$ cat config.mk
export PLATFORM = sky130hd
export DESIGN_NAME = hws_bank
export DESIGN_NICKNAME = d
export VERILOG_FILES = /design/src/rtl/hws_pkg.sv /design/src/rtl/hws_sync_edge.sv /design/src/rtl/hws_chan.sv /design/src/rtl/hws_readout.sv /design/src/rtl/hws_bank.sv
export SDC_FILE = /design/constraint.sdc
export NUM_CORES = 1
export LEC_CHECK = 0
export BUFFER_PORTS_ARGS = -buffer_cell sky130_fd_sc_hd__clkbuf_2
export CORE_MARGIN = 4
export CORE_UTILIZATION = 50
export CTS_CLUSTER_DIAMETER = 40
export DETAILED_ROUTE_END_ITERATION = 10
export PLACE_DENSITY = 0.73
export REMOVE_ABC_BUFFERS = 1
export SLEW_MARGIN = 20
export SYNTH_ARGS = -nofsm -noshare
export SYNTH_HDL_FRONTEND = slang
export SYNTH_SLANG_ARGS = --single-unit
$ cat constraint.sdc
create_clock -name clk -period 2.2 [get_ports clk]
set_input_delay 0.44 -clock clk [delete_from_list [all_inputs] [get_ports clk]]
set_output_delay 0.44 -clock clk [all_outputs]
set_load 0.005 [all_outputs]
$ cat src/rtl/hws_pkg.sv
package hws_pkg;

  typedef enum logic {
    RD_IDLE = 1'b0,
    RD_PEND = 1'b1
  } rd_state_e;

endpackage

$ cat src/rtl/hws_sync_edge.sv
module hws_sync_edge #(
  parameter int unsigned STAGES = 2
) (
  input  logic clk,
  input  logic rst_n,
  input  logic async_i,
  output logic rise_o
);

  logic [STAGES-1:0] sync_q;
  logic [STAGES-1:0] sync_d;
  logic              prev_q;
  logic              prev_d;

  always_comb begin
    sync_d = {sync_q[STAGES-2:0], async_i};
    prev_d = sync_q[STAGES-1];
    rise_o = sync_q[STAGES-1] & ~prev_q;
  end

  always_ff @(posedge clk or negedge rst_n) begin
    if (!rst_n) begin
      sync_q <= '0;
      prev_q <= 1'b0;
    end else begin
      sync_q <= sync_d;
      prev_q <= prev_d;
    end
  end

endmodule

$ cat src/rtl/hws_chan.sv
module hws_chan #(
  parameter int unsigned CNT_W = 32
) (
  input  logic             clk,
  input  logic             rst_n,
  input  logic             inc_i,
  input  logic             latch_i,
  output logic [CNT_W-1:0] snap_cnt_o,
  output logic             snap_ovf_o
);

  logic [CNT_W-1:0] live_q, live_d;
  logic             ovf_q, ovf_d;
  logic [CNT_W-1:0] snap_q;
  logic             sovf_q;
  logic             live_en;
  logic             at_max;

  always_comb begin
    at_max  = &live_q;
    live_d  = live_q;
    ovf_d   = ovf_q;
    live_en = latch_i | inc_i;
    if (latch_i) begin
      live_d = {{(CNT_W-1){1'b0}}, inc_i};
      ovf_d  = 1'b0;
    end else if (inc_i) begin
      if (at_max) begin
        ovf_d = 1'b1;
      end else begin
        live_d = live_q + 1'b1;
      end
    end
  end

  always_ff @(posedge clk or negedge rst_n) begin
    if (!rst_n) begin
      live_q <= '0;
      ovf_q  <= 1'b0;
    end else if (live_en) begin
      live_q <= live_d;
      ovf_q  <= ovf_d;
    end
  end

  always_ff @(posedge clk or negedge rst_n) begin
    if (!rst_n) begin
      snap_q <= '0;
      sovf_q <= 1'b0;
    end else if (latch_i) begin
      snap_q <= live_q;
      sovf_q <= ovf_q;
    end
  end

  assign snap_cnt_o = snap_q;
  assign snap_ovf_o = sovf_q;

endmodule

$ cat src/rtl/hws_readout.sv
module hws_readout
  import hws_pkg::*;
(
  input  logic clk,
  input  logic rst_n,
  input  logic latch_i,
  input  logic ack_i,
  output logic req_o,
  output logic lost_o
);

  rd_state_e state_q, state_d;
  logic      lost_q, lost_d;

  always_comb begin
    state_d = state_q;
    lost_d  = lost_q;
    unique case (state_q)
      RD_IDLE: begin
        if (latch_i) state_d = RD_PEND;
      end
      RD_PEND: begin
        if (latch_i) begin
          lost_d = ~ack_i;
        end else if (ack_i) begin
          state_d = RD_IDLE;
          lost_d  = 1'b0;
        end
      end
      default: state_d = RD_IDLE;
    endcase
  end

  always_ff @(posedge clk or negedge rst_n) begin
    if (!rst_n) begin
      state_q <= RD_IDLE;
      lost_q  <= 1'b0;
    end else begin
      state_q <= state_d;
      lost_q  <= lost_d;
    end
  end

  assign req_o  = (state_q == RD_PEND);
  assign lost_o = lost_q;

endmodule

$ cat src/rtl/hws_bank.sv
module hws_bank
  import hws_pkg::*;
#(
  parameter int unsigned NUM_COND    = 4,
  parameter int unsigned CNT_W       = 32,
  parameter int unsigned SYNC_STAGES = 2
) (
  input  logic                            clk,
  input  logic                            rst_n,
  input  logic [NUM_COND-1:0]             cond_pulse,
  input  logic                            ref_tick,
  input  logic                            win_start,
  input  logic                            hel_in,
  input  logic                            quartet_in,
  input  logic                            rd_ack,
  output logic                            rd_req,
  output logic                            lost_win,
  output logic [(NUM_COND+1)*CNT_W-1:0]   snap_counts,
  output logic [NUM_COND:0]               snap_ovf,
  output logic                            snap_hel,
  output logic                            snap_quartet
);

  localparam int unsigned NUM_CH = NUM_COND + 1;

  logic              win_latch;
  logic [NUM_CH-1:0] inc_vec;
  logic              hel_q, hel_d;
  logic              qrt_q, qrt_d;

  assign inc_vec = {ref_tick, cond_pulse};

  hws_sync_edge #(.STAGES(SYNC_STAGES)) u_sync (
    .clk    (clk),
    .rst_n  (rst_n),
    .async_i(win_start),
    .rise_o (win_latch)
  );

  for (genvar ch = 0; ch < NUM_CH; ch++) begin : g_chan
    hws_chan #(.CNT_W(CNT_W)) u_chan (
      .clk       (clk),
      .rst_n     (rst_n),
      .inc_i     (inc_vec[ch]),
      .latch_i   (win_latch),
      .snap_cnt_o(snap_counts[ch*CNT_W +: CNT_W]),
      .snap_ovf_o(snap_ovf[ch])
    );
  end

  always_comb begin
    hel_d = hel_in;
    qrt_d = quartet_in;
  end

  always_ff @(posedge clk or negedge rst_n) begin
    if (!rst_n) begin
      hel_q <= 1'b0;
      qrt_q <= 1'b0;
    end else if (win_latch) begin
      hel_q <= hel_d;
      qrt_q <= qrt_d;
    end
  end

  assign snap_hel     = hel_q;
  assign snap_quartet = qrt_q;

  hws_readout u_rd (
    .clk    (clk),
    .rst_n  (rst_n),
    .latch_i(win_latch),
    .ack_i  (rd_ack),
    .req_o  (rd_req),
    .lost_o (lost_win)
  );

endmodule

==> results by group <==
GRT
  • GR Util met1: 0.301
  • All-Layer GR Usage: 0.220
  • Total gr overflow: 0
  • Vias in the first global route: between 10000 and 15000
  • Largest net degree at the start of global routing: 87
  • Busiest layer in global routing: met2
  • Antenna violations before repair: 0
  • Global Route met3 Usage: 0.0432
  • Met2 usage: 0.362
  • First-pass GRT wire length: 63300 um

Clock tree
  • TritonCTS clock tree: done
  • Clock root cell: clkbuf_16
  • Clock Path Buffers: 3
  • CTS buffer count: 45
  • Worst-skew pair later-pin latency: 0.54 ns
  • H-tree level count: 2
  • Clock sinks: 337
  • Worst-path clk slew: 0.06 ns

Placed design
  • RePlAce Congestion: 0.873
  • Pre-CTS WS: 0.00219 ns
  • Post-detail-place hpwl: 24900 um
  • Port Buffers: 179
  • Placed insts: 2287

Layout
  • Area grow syn2layout: 25.6%
  • Final Non-Filler Cells: ~2400
  • Register area: approximately 0.0084 sq mm
  • Nets: 1975
  • Share of post-route cells with drive strength above 1: 0.218
  • Fillers: roughly 2400
  • Footprint of the multi-input gates: between 0.006 and 0.007 sq mm
  • Commonest cells after routing, fill and taps aside: nand2_1, dfrtp_1, clkbuf_2
  • Commonest non-fill, non-tap cell in the layout: nand2_1
  • # diodes: 0

Setup path
  • Arr. time, crit path: 2.55 ns
  • CP Capture Type: flip-flop
  • Worst EP required: 2.61 ns
  • Crit path launch type: flip-flop
  • Worst-path cell chain: ha_2 -> nand3_2 -> or4_4 -> o31ai_4 -> buf_4 -> buf_6 -> or4_1 -> a21oi_1
  • Crit path max-delay cell type: or4_4
  • Slowest stage delay, CP: 0.59 ns
  • Setup Crit Path Kind: flip-flop to flip-flop
  • Crit-path max FO: 5

Status
  • Status: finished, final reports clean

Power
  • Leakage: 9.40 nW
  • Worst VDD drop: 524 uV
  • Pwr per Cell Area: between 700 and 800 mW/mm^2

Yosys
  • Primary FF master, synth: dfrtp_1
  • Yosys warnings: 0
  • Register area share after synthesis: 0.548
  • Number of synthesized register bits: 337
  • Synth Area per Inst: around 9 sq um
  • FFs w/ async S/R, synth: 1.00
  • Post-synth EDFFs: 0
  • Post-synthesis cell type count: 58
  • Post-synthesis cell count: 1697
  • Ranking of synthesized cells by area: dfrtp_1, nand2_1, a21oi_1
  • Synthesized area: 0.0154 sq mm
  • Area leader, netlist: dfrtp_1
  • Synth top area share: 0.548

Routing
  • DRC Markers: 0
  • Post-route ant nets: 0
  • Drt total wl: between 30000 and 40000 um
  • DR vias: 13600
  • DR WL/cell: 15.8 um
  • DRT Pass-1 Iters: 5
  • Post-DR vias/cell: about 5.7
  • Number of DRC markers in iteration 0: 1102

Floorplanning
  • Die area: 0.0336 sq mm
  • Die width: about 180 um
  • DIE HEIGHT: 183 um
  • IO Pins: 180
  • Initial Util: 0.513
  • FP Rows: 63
  • Core area: 0.0300 sq mm

Timing
  • Rel. slew slack: 0.630
  • RSZ-0062 raised after global routing: true
  • Clk_skew: approximately 0.02 ns
  • Max Freq: 468 MHz
  • Final hold violation count: 0
  • Max Transition Viols Final: 0
  • Period Utilization, post-route: 0.971
  • Crit path time final: 2.14 ns
  • Final WS setup: 0.0630 ns
  • Measured slew at the worst slew-check pin: 0.554 ns
  • Final setup fails: 0

Min path
  • Hold Crit Class: input port to flip-flop

Run
  • Max_cap viols: 0
==> cell families (layout without fill, tap and decap cells) <==
kind of cell,count (synthesis),after routing,share of synthesized area
adders and majority gates,5,5,0.00407
DFF,337,337,0.548
and+or+nand+nor,923,923,0.282
buffers and inverters,116,411,0.0312
muxes,7,7,0.00456
AOI/OAI and AO/OA,284,285,0.116
xor gates and xnor gates,25,25,0.0142
==> synth_stat cells, drive strengths merged, types with 2 or more instances <==
cell     count
and3        16
or3         60
o31a         5
and2         6
buf         18
o311ai       4
inv         22
o41ai        7
or4         50
o211ai      18
and4        22
a31oi        6
mux2i        7
nor3        11
nor4        21
nor2        54
nand3       62
or2          4
ha           5
a21oi      106
a211oi       4
nor4b        2
nand2      556
nand4       46
o2111ai      3
xor2         5
xnor2       20
dfrtp      337
o31ai       36
a41o         4
o21a         5
clkbuf      76
a31o         5
o21ai       77
nand2b       9
==> sequential cells by signal (all words and copies together), names as in the netlist <==
signal	count
g_chan.u_chan.ovf_q	5
snap_hel	1
u_rd.req_o	1
u_sync.prev_q	1
snap_quartet	1
u_sync.sync_q	2
g_chan.u_chan.snap_ovf_o	5
u_rd.lost_o	1
g_chan.u_chan.live_q	160
g_chan.u_chan.snap_cnt_o	160
==> layer usage <==
| layer | wire length, um | vias up | part of all wire |
|---|---|---|---|
| li1 | - | 6484 | - |
| met1 | 16500 | 6630 | 0.44 |
| met2 | 18100 | 384 | 0.48 |
| met3 | 2240 | 75 | 0.060 |
| met4 | 780 | 0 | 0.021 |
| met5 | 0 | - | 0 |
==> where the power goes <==
group	total, mW	switching [mW]	internal, mW	leakage [nW]
Clock	7.72	2.84	4.88	0.787
Sequential	6.48	0.128	6.36	4.66
Combinational	0.884	0.564	0.320	3.95
Total	15.1	3.54	11.6	9.40
==> layout make-up <==
class,count,area share
Clock buffer,52,0.0634
Clock inverter,29,0.0202
Inverter,22,0.00428
Multi-Input combinational cell,1245,0.344
Sequential cell,337,0.437
Tap cell,390,0.0253
Timing Repair Buffer,308,0.106
==> worst max-delay path, delay by kind of cell (launching register included) <==
family / cells / cell delay [ns]
adders and majority gates: 1 / 0.19
AOI/OAI and AO/OA: 2 / 0.40
and+or+nand+nor: 3 / 0.78
DFF: 1 / 0.35
buffers and inverters: 2 / 0.29
==> stage by stage <==
step	cell area, sq um	utilization	power [mW]	hold slack [ns]	TNS (ns)
floorplan	15000	-	6.94	0.144	-2568.55
global placement	17400	0.581	7.43	0.340	0
detailed placement	17400	0.581	7.46	0.339	0
CTS	19100	0.636	15.2	0.0820	0
global route	19300	0.645	15.7	0.0986	-0.298
finish	19300	0.645	15.1	0.0951	0
==> worst paths after layout <==
kind | slack [ns] | depth (start not counted) | startpoint | end
max in group asynchronous | 1.03 | 3 | rst_n | g_chan[0].u_chan.snap_cnt_o[16]$_DFFE_PN0P_
worst min register to register | 0.35 | 0 | u_sync.sync_q[0]$_DFF_PN0_ | u_sync.sync_q[1]$_DFF_PN0_
worst max register to register | 0.06 | 8 | g_chan[0].u_chan.live_q[0]$_DFFE_PN0P_ | g_chan[0].u_chan.live_q[23]$_DFFE_PN0P_
worst min-delay path | 0.1 | 2 | rd_ack | u_rd.lost_o$_DFFE_PN0P_
min in group asynchronous | 0.42 | 2 | rst_n | g_chan[1].u_chan.live_q[17]$_DFFE_PN0P_
worst max-delay path | 0.06 | 8 | g_chan[0].u_chan.live_q[0]$_DFFE_PN0P_ | g_chan[0].u_chan.live_q[23]$_DFFE_PN0P_
==> repair_timing <==
action	in CTS	in global routing
endpoints found under the hold margin	37	0
cloned	0	3
pin swaps	0	10
setup buffers	0	10
gates resized for setup	1	29
setup endpoints to repair	4	48
hold buffers	2	0
(Power assumes the default switching activity.)
